`config.mk`:
```
export PLATFORM = sky130hd
export DESIGN_NAME = pwl_chaos_src
export DESIGN_NICKNAME = d
export VERILOG_FILES = /design/src/rtl/pwl_chaos_pkg.sv /design/src/rtl/pwl_chaos_ctrl.sv /design/src/rtl/pwl_chaos_dp.sv /design/src/rtl/pwl_chaos_src.sv
export SDC_FILE = /design/constraint.sdc
export NUM_CORES = 1
export LEC_CHECK = 0
export CORE_UTILIZATION = 64
export CTS_CLUSTER_DIAMETER = 40
export DETAILED_ROUTE_END_ITERATION = 16
export DONT_BUFFER_PORTS = 1
export HOLD_SLACK_MARGIN = 0.03
export PLACE_DENSITY = 0.8
export SLEW_MARGIN = 20
export SYNTH_ARGS = -nofsm -noshare
export SYNTH_HDL_FRONTEND = slang
export SYNTH_SLANG_ARGS = --single-unit
export TNS_END_PERCENT = 20
```
`constraint.sdc`:
```
create_clock -name clk -period 21.8 [get_ports clk]
set_input_delay 6.54 -clock clk [delete_from_list [all_inputs] [get_ports clk]]
set_output_delay 6.54 -clock clk [all_outputs]
set_load 0.05 [all_outputs]
```
`src/rtl/pwl_chaos_pkg.sv`:
```
package pwl_chaos_pkg;
  // strobes from control to datapath
  typedef struct packed {
    logic loadSeed;
    logic advance;
  } mapCtrl_t;
endpackage

```
`src/rtl/pwl_chaos_ctrl.sv`:
```
module pwl_chaos_ctrl
  import pwl_chaos_pkg::*;
(
  input  logic     clk,
  input  logic     rstN,
  input  logic     seedLoad,
  input  logic     stepEn,
  output mapCtrl_t strobe,
  output logic     bitValid
);
  // seed load wins over a step
  always_comb begin
    strobe.loadSeed = seedLoad;
    strobe.advance  = stepEn & ~seedLoad;
  end

  always_ff @(posedge clk) begin
    if (!rstN) bitValid <= 1'b0;
    else       bitValid <= strobe.advance;
  end
endmodule

```
`src/rtl/pwl_chaos_dp.sv`:
```
module pwl_chaos_dp
  import pwl_chaos_pkg::*;
#(
  parameter int STATE_W = 16,
  parameter int FRAC_W  = 12
) (
  input  logic                      clk,
  input  logic                      rstN,
  input  mapCtrl_t                  strobe,
  input  logic        [FRAC_W+1:0]  slope,
  input  logic signed [STATE_W-1:0] ampPos,
  input  logic signed [STATE_W-1:0] ampNeg,
  input  logic signed [STATE_W-1:0] gainOfs,
  input  logic signed [STATE_W-1:0] nativeThresh,
  input  logic signed [STATE_W-1:0] threshOfs,
  input  logic signed [STATE_W-1:0] seedVal,
  output logic                      bitOut,
  output logic signed [STATE_W-1:0] stateOut
);
  localparam int SLOPE_W = FRAC_W + 2;
  localparam int SUM_W   = STATE_W + 1;
  localparam int PROD_W  = SUM_W + SLOPE_W + 1;
  localparam int WIDE_W  = PROD_W + 1;
  localparam logic signed [STATE_W-1:0] MAXV = {1'b0, {(STATE_W-1){1'b1}}};
  localparam logic signed [STATE_W-1:0] MINV = {1'b1, {(STATE_W-1){1'b0}}};

  logic signed [STATE_W-1:0] stateQ;
  logic                      bitQ;
  logic signed [SUM_W-1:0]   threshSum;
  logic                      upper;
  logic signed [SUM_W-1:0]   biased;
  logic signed [SLOPE_W:0]   slopeS;
  logic signed [PROD_W-1:0]  prod;
  logic signed [PROD_W-1:0]  scaled;
  logic signed [WIDE_W-1:0]  addend;
  logic signed [WIDE_W-1:0]  wideNext;
  logic signed [STATE_W-1:0] nextState;

  // comparator against the corrected threshold, exact width
  always_comb begin
    threshSum = SUM_W'(nativeThresh) + SUM_W'(threshOfs);
    upper     = SUM_W'(stateQ) >= threshSum;
  end

  // affine step kept wide, clamped once at the end
  always_comb begin
    biased   = SUM_W'(stateQ) + SUM_W'(gainOfs);
    slopeS   = {1'b0, slope};
    prod     = PROD_W'(biased) * PROD_W'(slopeS);
    scaled   = prod >>> FRAC_W;
    addend   = upper ? -WIDE_W'(ampNeg) : WIDE_W'(ampPos);
    wideNext = WIDE_W'(scaled) + addend;
    if (wideNext > WIDE_W'(MAXV))      nextState = MAXV;
    else if (wideNext < WIDE_W'(MINV)) nextState = MINV;
    else                               nextState = wideNext[STATE_W-1:0];
  end

  always_ff @(posedge clk) begin
    if (!rstN) begin
      stateQ <= '0;
      bitQ   <= 1'b0;
    end else if (strobe.loadSeed) begin
      stateQ <= seedVal;
    end else if (strobe.advance) begin
      stateQ <= nextState;
      bitQ   <= upper;
    end
  end

  assign stateOut = stateQ;
  assign bitOut   = bitQ;
endmodule

```
`src/rtl/pwl_chaos_src.sv`:
```
module pwl_chaos_src
  import pwl_chaos_pkg::*;
#(
  parameter int STATE_W = 16,
  parameter int FRAC_W  = 12
) (
  input  logic                      clk,
  input  logic                      rstN,
  input  logic        [FRAC_W+1:0]  slope,
  input  logic signed [STATE_W-1:0] ampPos,
  input  logic signed [STATE_W-1:0] ampNeg,
  input  logic signed [STATE_W-1:0] gainOfs,
  input  logic signed [STATE_W-1:0] nativeThresh,
  input  logic signed [STATE_W-1:0] threshOfs,
  input  logic signed [STATE_W-1:0] seedVal,
  input  logic                      seedLoad,
  input  logic                      stepEn,
  output logic                      bitOut,
  output logic                      bitValid,
  output logic signed [STATE_W-1:0] stateOut
);
  mapCtrl_t strobe;

  pwl_chaos_ctrl uCtrl (
    .clk(clk), .rstN(rstN), .seedLoad(seedLoad), .stepEn(stepEn),
    .strobe(strobe), .bitValid(bitValid)
  );

  pwl_chaos_dp #(.STATE_W(STATE_W), .FRAC_W(FRAC_W)) uDp (
    .clk(clk), .rstN(rstN), .strobe(strobe), .slope(slope),
    .ampPos(ampPos), .ampNeg(ampNeg), .gainOfs(gainOfs),
    .nativeThresh(nativeThresh), .threshOfs(threshOfs), .seedVal(seedVal),
    .bitOut(bitOut), .stateOut(stateOut)
  );
endmodule

```
# After elaboration in Yosys (flattened, before gate mapping)
# Index checks and enable logic that the tools add are counted.
[classes]
magnitude_cmp = 3
n_mul = 1
n_mux = 5
bitwise_logic = 2
reduce_logical = 2
addsub = 4
[ops]
columns = ["cell", "count"]
rows = [
  ["two-way mux 16 bit", 4],
  ["adder 16 x 16 -> 17 bit", 2],
  ["adder 20 x 33 -> 33 bit", 1],
  ["greater-than comparator 33 x 16 -> 1 bit (second input constant)", 1],
  ["< comparator 33 x 16 -> 1 bit (second input constant)", 1],
  ["two-way mux 33 bit", 1],
  ["negation 16 -> 33 bit", 1],
  ["multiplier 17 x 15 -> 32 bit", 1],
  ["greater-or-equal comparator 16 x 17 -> 1 bit", 1],
  ["AND reduction 2 bit", 1],
  ["nonzero test 2 bit", 1],
  ["AND 1 bit", 1],
  ["inverter 1 bit", 1],
]
[word_totals]
output_inout_bits = 18
elab_cells = 20
input_bits = 114
regBits = 18

# Logic depth before layout (Yosys ltp)
# Gate-level depths: netlist of the first run.
[logic_depth]
depth_word = 9
ltp_mapped = 49

# Modules after synthesis
# From an unflattened synthesis of the first run, not the netlist that was laid out.
[unflattened]
hier_cells = 1684
hier_area_um2 = 14231.1
[modules_own_cells]
columns = ["mod", "cells_per_inst", "instances", "area_per_inst_um2", "seq_area_each_um2"]
rows = [
  ["pwl_chaos_dp", 1680, 1, 14188.6, 340.3],
  ["pwl_chaos_ctrl", 4, 1, 42.5, 20.0],
]

# Worst setup path after synthesis of the first run
# OpenSTA, ideal clock, no wires.
[synth_path]
path_kind = "in2reg"
start = "input port gainOfs[0]"
end = "register uDp.stateQ[2] (netlist: uDp.stateOut[2])"
arrival_time_ns = 17.481
required_ns = 21.683
path_buffers = 2
stages = 45
path_slack_ns = 4.202
cell_sequence = "ha_1 -> inv_1 -> fa_1 -> nor2b_1 -> o21ai_0 -> a21boi_0 -> o21ai_0 -> a21oi_1 -> o21ai_0 -> a21oi_1 -> o21ai_0 -> o221ai_1 -> o22ai_1 -> clkbuf_1 -> nand2_1 -> fa_1 -> inv_1 -> fa_1 -> [9 not listed] -> nand2_1 -> nor3_1 -> a221oi_1 -> o31ai_1 -> o21bai_2 -> xor2_1 -> ha_1 -> clkbuf_1 -> a2111oi_0 -> a21oi_1 -> a311o_1 -> a41oi_1 -> mux2i_1 -> nand3_1 -> nor4_2 -> a31oi_4 -> a211o_1 -> a32o_1"
[synth_via]
elab_chain_cells = 8
elab_cells_between_ends = 9
cone_classes = "2 x add/sub; 1 x mul; 2 x order compare; 4 x mux"
[synth_rtl]
columns = ["element", "line", "rtl"]
rows = [
  ["start, declared", "pwl_chaos_src.sv:12", "input logic signed [STATE_W-1:0] gainOfs,"],
  ["adder 16 x 16 -> 17 bit *", "pwl_chaos_dp.sv:47", "biased = SUM_W'(stateQ) + SUM_W'(gainOfs);"],
  ["multiplier 17 x 15 -> 32 bit *", "pwl_chaos_dp.sv:49", "prod = PROD_W'(biased) * PROD_W'(slopeS);"],
  ["adder 20 x 33 -> 33 bit *", "pwl_chaos_dp.sv:52", "wideNext = WIDE_W'(scaled) + addend;"],
  ["< comparator 33 x 16 -> 1 bit", "pwl_chaos_dp.sv:54", "else if (wideNext < WIDE_W'(MINV)) nextState = MINV;"],
  ["two-way mux 16 bit", "pwl_chaos_dp.sv:54", ""],
  ["two-way mux 16 bit *", "pwl_chaos_dp.sv:53", "if (wideNext > WIDE_W'(MAXV)) nextState = MAXV;"],
  ["two-way mux 16 bit *", "pwl_chaos_dp.sv:64", "end else if (strobe.advance) begin"],
  ["two-way mux 16 bit *", "pwl_chaos_dp.sv:62", "end else if (strobe.loadSeed) begin"],
  ["end signal, assigned", "pwl_chaos_dp.sv:63", "stateQ <= seedVal;"],
  ["end signal, assigned", "pwl_chaos_dp.sv:65", "stateQ <= nextState;"],
  ["end, declared", "pwl_chaos_dp.sv:27", "logic signed [STATE_W-1:0] stateQ;"],
]
# Mark *: on every way between the ends. The rest lies on a longest branch, timed or not. The select of a mux whose other input is x is not followed.
# A chain may end at the register's enable or synchronous reset.

# Worst setup path in the final report of the first run
[layout_path]
start = "input port gainOfs[0]"
end = "register uDp.stateQ[13] (netlist: uDp.stateOut[13])"
# Same word-level chain as after synthesis.

==> impl_metrics.py, run 1 <==
metrics = {
    "run_status": {
        "outcome": "complete, no violations",
    },
    "route": {
        "wl_per_cell_um": 17.6,
        "vias_per_cell": 5.99,
        "route.detailed.drc": 0,
        "ant_nets": 0,
        "drt_wl_total_um": 32500,
        "first_iter_violations": 637,
        "dr.pass1.iters": 8,
        "vias": 11100,
    },
    "cts": {
        "h-tree-depth": 1,
        "post_cts_resized": 0,
        "insertion_delay_ns": 0.25,
        "cts_tree": "yes",
        "cts_made_buffers": 3,
        "hold_buffers": 0,
        "root_buffer": "clkbuf_16",
        "clk_pin_slew_worst_paths_ns": 0.05,
        "clock_path_buffers": 2,
        "clock_sinks": 18,
        "post_cts_buffers": 0,
    },
    "hold_path": {
        "hold_path.class": "reg2reg",
    },
    "synth": {
        "yosysWarnings": 0,
        "seq_area_frac_synth_pct": 2.66,
        "yosys_register_bits": 18,
        "synthArstFlopShare_pct": 0,
        "synth_edf_count": 0,
        "synth_area_leader_cell": "fa_1",
        "synth-compound-area-share_pct": 14.3,
        "syn-cell-area_mm2": 0.0136,
        "synthSimpleGateAreaFrac_pct": 18.4,
        "synthTopCellsByArea": "fa_1 34%, ha_1 15%, inv_1 7.9%",
        "yosysTopAreaCellShare_pct": 34.3,
        "yosys-top-cells-count": "286 x inv_1, 232 x fa_1, 158 x ha_1",
        "syn-num-nets": 2128,
        "synthFlopType": "dfxtp_1",
        "synth.area.mux_share_pct": 0.461,
        "synth_fa_ha_area_share_pct": 48.8,
        "synth_top_family_by_area": "adder cells",
        "synth_xor_area_share_pct": 5.85,
        "syn_area_per_cell_um2": 8.35,
        "yosysMostFrequentCell": "inv_1",
        "syn_inst": 1624,
        "synthDistinctLibCells": 71,
    },
    "floorplanning": {
        "die_w_um": 148,
        "die_y_um": 148,
        "num_rows": 52,
        "start_util_pct": 66.2,
        "ios": 132,
        "die_area_mm2": 0.0218,
        "core_region_area_mm2": 0.0205,
    },
    "finish": {
        "final_nets": 2088,
        "multiInputGateArea_mm2": 0.0120,
        "antennaDiodeCount": 0,
        "drive_gt1_share_pct": 2.97,
        "fill_cells": 1696,
        "area_growth_pct": 2.69,
        "register_area_um2": 360,
    },
    "global_route": {
        "grt_usage_pct": 31.7,
        "grt_overflow_total": 0,
        "antenna_found_initial": 0,
        "first_global_vias": 11700,
        "grt_pass1_wl_um": 55500,
        "grt_max_degree": 51,
    },
    "placement": {
        "gp_congestion": 0.904,
        "place_hpwl_um": 28100,
        "place.port_buffers": 0,
    },
    "setup_path": {
        "startpoint_type": "input port",
        "slowest_stage": "fa_1",
        "critPathMaxFanout": 18,
        "cp.arrival_ns": 18.55,
        "max_stage_delay_ns": 0.76,
        "crit_path_frequent_cell": "fa_1",
        "end_kind": "flip-flop",
        "crit_type": "in2reg",
        "cp_data_required_time_ns": 21.92,
    },
    "sta": {
        "final_max_slew_viol_count": 0,
        "tns_ns": 0,
        "rsz0062_at_grt": "no",
        "fmax_ghz": 0.0543,
        "period_minus_slack_ns": 18.43,
        "fin_crit_sh_pct": 84.5,
        "skew_ns": 0.00242,
        "finalHoldViolations": 0,
        "maxSlewHeadroom_pct": 27.8,
        "setup_viol": 0,
        "worstMarginPinSlew_ns": 1.08,
    },
    "job": {
        "maxCapViolations": 0,
    },
}
## critical path: cells and delay by family
family / cells / cell delay [ns]
compound gates: 19 / 4.50
xor+xnor: 1 / 0.60
fa+ha+maj: 10 / 4.85
buf+inv: 6 / 0.58
mux: 1 / 0.28
simple gates: 7 / 1.15
## layer usage
layer  vias up  global-route usage, %  part of all wire [%]
met5         -                      0                     0
met1      5490                   40.0                    41
met2       347                   57.5                    51
met4         0                   8.71                   2.8
li1       5201                      -                     -
met3        69                   3.61                   5.4
## logic make-up (layout without fill, tap and decap cells)
group           after synthesis  count (layout)
flops                        18              18
buf+inv                     343             302
xor+xnor                     89              89
mux                           6               6
fa+ha+maj                   390             390
simple gates                489             489
compound gates              289             289
## cell usage in the layout, fill, tap and decap left out, types with 10 or more instances in the layout
| master | n |
|---|---|
| nor3_1 | 27 |
| nand2_1 | 157 |
| nand2b_1 | 11 |
| o21ai_0 | 70 |
| dfxtp_1 | 18 |
| nand3_1 | 26 |
| fa_1 | 232 |
| or3_1 | 14 |
| xnor2_1 | 49 |
| a31oi_1 | 11 |
| o21bai_1 | 13 |
| inv_1 | 286 |
| a21o_1 | 27 |
| xor2_1 | 36 |
| ha_1 | 158 |
| buf_4 | 11 |
| and2_1 | 130 |
| nor2b_1 | 22 |
| nand4_1 | 15 |
| a21oi_1 | 63 |
| o22ai_1 | 10 |
| nor2_1 | 60 |
## through the flow
step / setup WS (ns) / utilization, % / std cells / instance area, µm² / hold slack [ns]
global route: 2.19 / 67.9 / 1853 / 13900 / 0.800
detailed placement: 2.38 / 67.2 / 1848 / 13800 / 0.775
CTS: 2.59 / 67.6 / 1852 / 13900 / 0.782
finish: 3.37 / 67.9 / 1853 / 13900 / 0.787
floorplan: 4.20 / - / 1624 / 13600 / 0.733
global placement: 2.78 / 67.2 / 1848 / 13800 / 0.762
## area by class of cell
cell class	count	area share, %
Tap cell	270	2.43
Sequential cell	18	2.59
Inverter	286	7.71
Clock buffer	4	0.638
Multi-Input combinational cell	1263	85.8
Timing Repair Buffer	12	0.791
## state kept, by name (all words and copies together) (netlist names)
name,cells
uDp.stateOut,16
uCtrl.bitValid,1
uDp.bitOut,1
## worst paths after layout
path              slack [ns]  cells past startpoint             from               end
setup / recovery        3.37                     44       gainOfs[0]  uDp.stateOut[13]
hold / removal          0.79                      2       uDp.bitOut        uDp.bitOut
setup reg to reg        8.89                     42  uDp.stateOut[2]  uDp.stateOut[13]
hold reg to reg         0.79                      2       uDp.bitOut        uDp.bitOut
Power of run 1 is not shown: default switching activity piles up to over one toggle a cycle in this logic, so the estimate is an artifact.
==> inputs of run 2 (changes only) <==
--- a/config.mk
+++ b/config.mk
@@ -5,12 +5,12 @@
 export SDC_FILE = /design/constraint.sdc
 export NUM_CORES = 1
 export LEC_CHECK = 0
-export CORE_UTILIZATION = 64
+export CORE_UTILIZATION = 62
 export CTS_CLUSTER_DIAMETER = 40
 export DETAILED_ROUTE_END_ITERATION = 16
 export DONT_BUFFER_PORTS = 1
 export HOLD_SLACK_MARGIN = 0.03
-export PLACE_DENSITY = 0.8
+export PLACE_DENSITY = 0.81
 export SLEW_MARGIN = 20
 export SYNTH_ARGS = -nofsm -noshare
 export SYNTH_HDL_FRONTEND = slang
==> constraint.sdc (replaced) <==
create_clock -name clk -period 16.2 [get_ports clk]
set_input_delay 4.86 -clock clk [delete_from_list [all_inputs] [get_ports clk]]
set_output_delay 4.86 -clock clk [all_outputs]
set_load 0.05 [all_outputs]
==> impl_metrics.py, run 2 (synthesis results as in run 1) <==
metrics = {
    "floorplanning": {
        "die_area_mm2": 0.0225,
        "num_rows": 53,
        "die_y_um": 150,
        "ios": 132,
        "start_util_pct": 63.9,
        "core_region_area_mm2": 0.0212,
        "die_w_um": 150,
    },
    "setup_path": {
        "crit_path_frequent_cell": "fa_1",
        "max_stage_delay_ns": 0.55,
        "startpoint_type": "input port",
        "cp_data_required_time_ns": 16.38,
        "critPathMaxFanout": 9,
        "crit_type": "in2reg",
        "slowest_stage": "fa_1",
        "cp.arrival_ns": 15.82,
        "end_kind": "flip-flop",
    },
    "cts": {
        "insertion_delay_ns": 0.25,
        "clock_sinks": 18,
        "cts_tree": "yes",
        "clk_pin_slew_worst_paths_ns": 0.06,
        "cts_made_buffers": 3,
        "root_buffer": "clkbuf_16",
        "h-tree-depth": 1,
        "clock_path_buffers": 2,
        "hold_buffers": 0,
    },
    "sta": {
        "skew_ns": 0.00353,
        "finalHoldViolations": 0,
        "fin_crit_sh_pct": 96.5,
        "final_max_slew_viol_count": 0,
        "period_minus_slack_ns": 15.64,
        "setup_viol": 0,
        "worstMarginPinSlew_ns": 0.958,
        "fmax_ghz": 0.0639,
        "maxSlewHeadroom_pct": 36.0,
        "rsz0062_at_grt": "yes",
    },
    "placement": {
        "place.port_buffers": 0,
        "gp_congestion": 0.954,
        "place_area_mm2": 0.0141,
        "place_hpwl_um": 28700,
    },
    "global_route": {
        "first_global_vias": 11800,
        "grt_overflow_total": 0,
        "grt_max_degree": 27,
        "antenna_found_initial": 0,
        "grt_pass1_wl_um": 55400,
        "grt_usage_pct": 31.0,
    },
    "finish": {
        "final_nets": 2135,
        "largest_register_ffs": 16,
        "final_common_cell": "inv_1",
        "drive_gt1_share_pct": 6.38,
        "final_area_mm2": 0.0144,
        "antennaDiodeCount": 0,
        "final_cell_mix": "286 x inv_1, 232 x fa_1, 157 x nand2_1, 156 x ha_1, 130 x and2_1",
        "area_growth_pct": 6.03,
        "fill_cells": 1764,
    },
    "job": {
        "maxCapViolations": 0,
    },
    "hold_path": {
        "hold_path.class": "reg2reg",
    },
    "route": {
        "vias_per_cell": 5.93,
        "ant_nets": 0,
        "dr.pass1.iters": 5,
        "drt_wl_total_um": 33800,
        "vias": 11300,
        "wl_per_cell_um": 17.7,
        "route.detailed.drc": 0,
        "first_iter_violations": 646,
    },
    "run_status": {
        "outcome": "complete, no violations",
    },
}
-- run 2: cell count changes in the layout (fill, tap and decap cells not counted), moves of 2 or more --
cell / before / now
xor2_2: 2 / 0
a2111oi_1: 0 / 2
xnor2_2: 1 / 3
xnor2_1: 49 / 47
ha_1: 158 / 156
a2111oi_0: 5 / 3
a21oi_2: 1 / 3
o21ai_4: 1 / 3
a21oi_1: 63 / 61
o21ai_0: 70 / 67
buf_4: 11 / 58
-- run 2: worst max-delay path: cells and delay by family --
family / cells / cell delay [ns]
buffers and inverters: 4 / 0.43
AND/OR/NAND/NOR: 11 / 1.81
adder cells (fa/ha/maj): 9 / 4.00
XOR/XNOR: 3 / 0.43
AO/OA/AOI/OAI: 19 / 4.27
-- run 2: final cells by class --
type | instances | area [µm²] | share of cell area, %
clock buffer | 4 | 88.8 | 0.618
tap | 275 | 344 | 2.39
multi-input combinational | 1263 | 12100 | 83.9
sequential | 18 | 360 | 2.51
inverter | 286 | 1070 | 7.47
timing repair buffer | 59 | 447 | 3.11
-- run 2: metrics by stage --
step	setup slack (ns)	setup TNS, ns	hold WS, ns	utilization (%)	instances
floorplan	0.282	0	0.733	-	1624
global placement	-0.0331	-0.233	0.762	66.3	1890
detailed placement	-0.372	-4.47	0.781	66.3	1890
CTS	0.0550	0	0.789	66.7	1894
global route	-0.0635	-0.181	0.866	67.8	1905
finish	0.561	0	0.807	67.8	1905
-- run 2: path summary, 6_finish.rpt --
check	cells after the start	endpoint	slack (ns)	from
worst max register to register	46	uDp.stateOut[6]	4.39	uDp.stateOut[1]
worst min register to register	2	uDp.bitOut	0.81	uDp.bitOut
worst max-delay path	46	uDp.stateOut[6]	0.56	gainOfs[1]
worst min-delay path	2	uDp.bitOut	0.81	uDp.bitOut
-- run 2: timing repair --
action / CTS / global route
resized for setup: 1 / 27
buffers inserted: 0 / 11
setup endpoints to repair: 12 / 16
pin swaps: 0 / 16
-- run 2: per-layer routing --
metal	up-vias	GRT usage, %	part of all wire (%)
li1	5295	-	-
met1	5537	39.0	40
met2	376	56.2	51
met3	91	3.05	5.3
met4	0	8.74	3.1
met5	-	0	0
Power of run 2 is left out for the same reason.
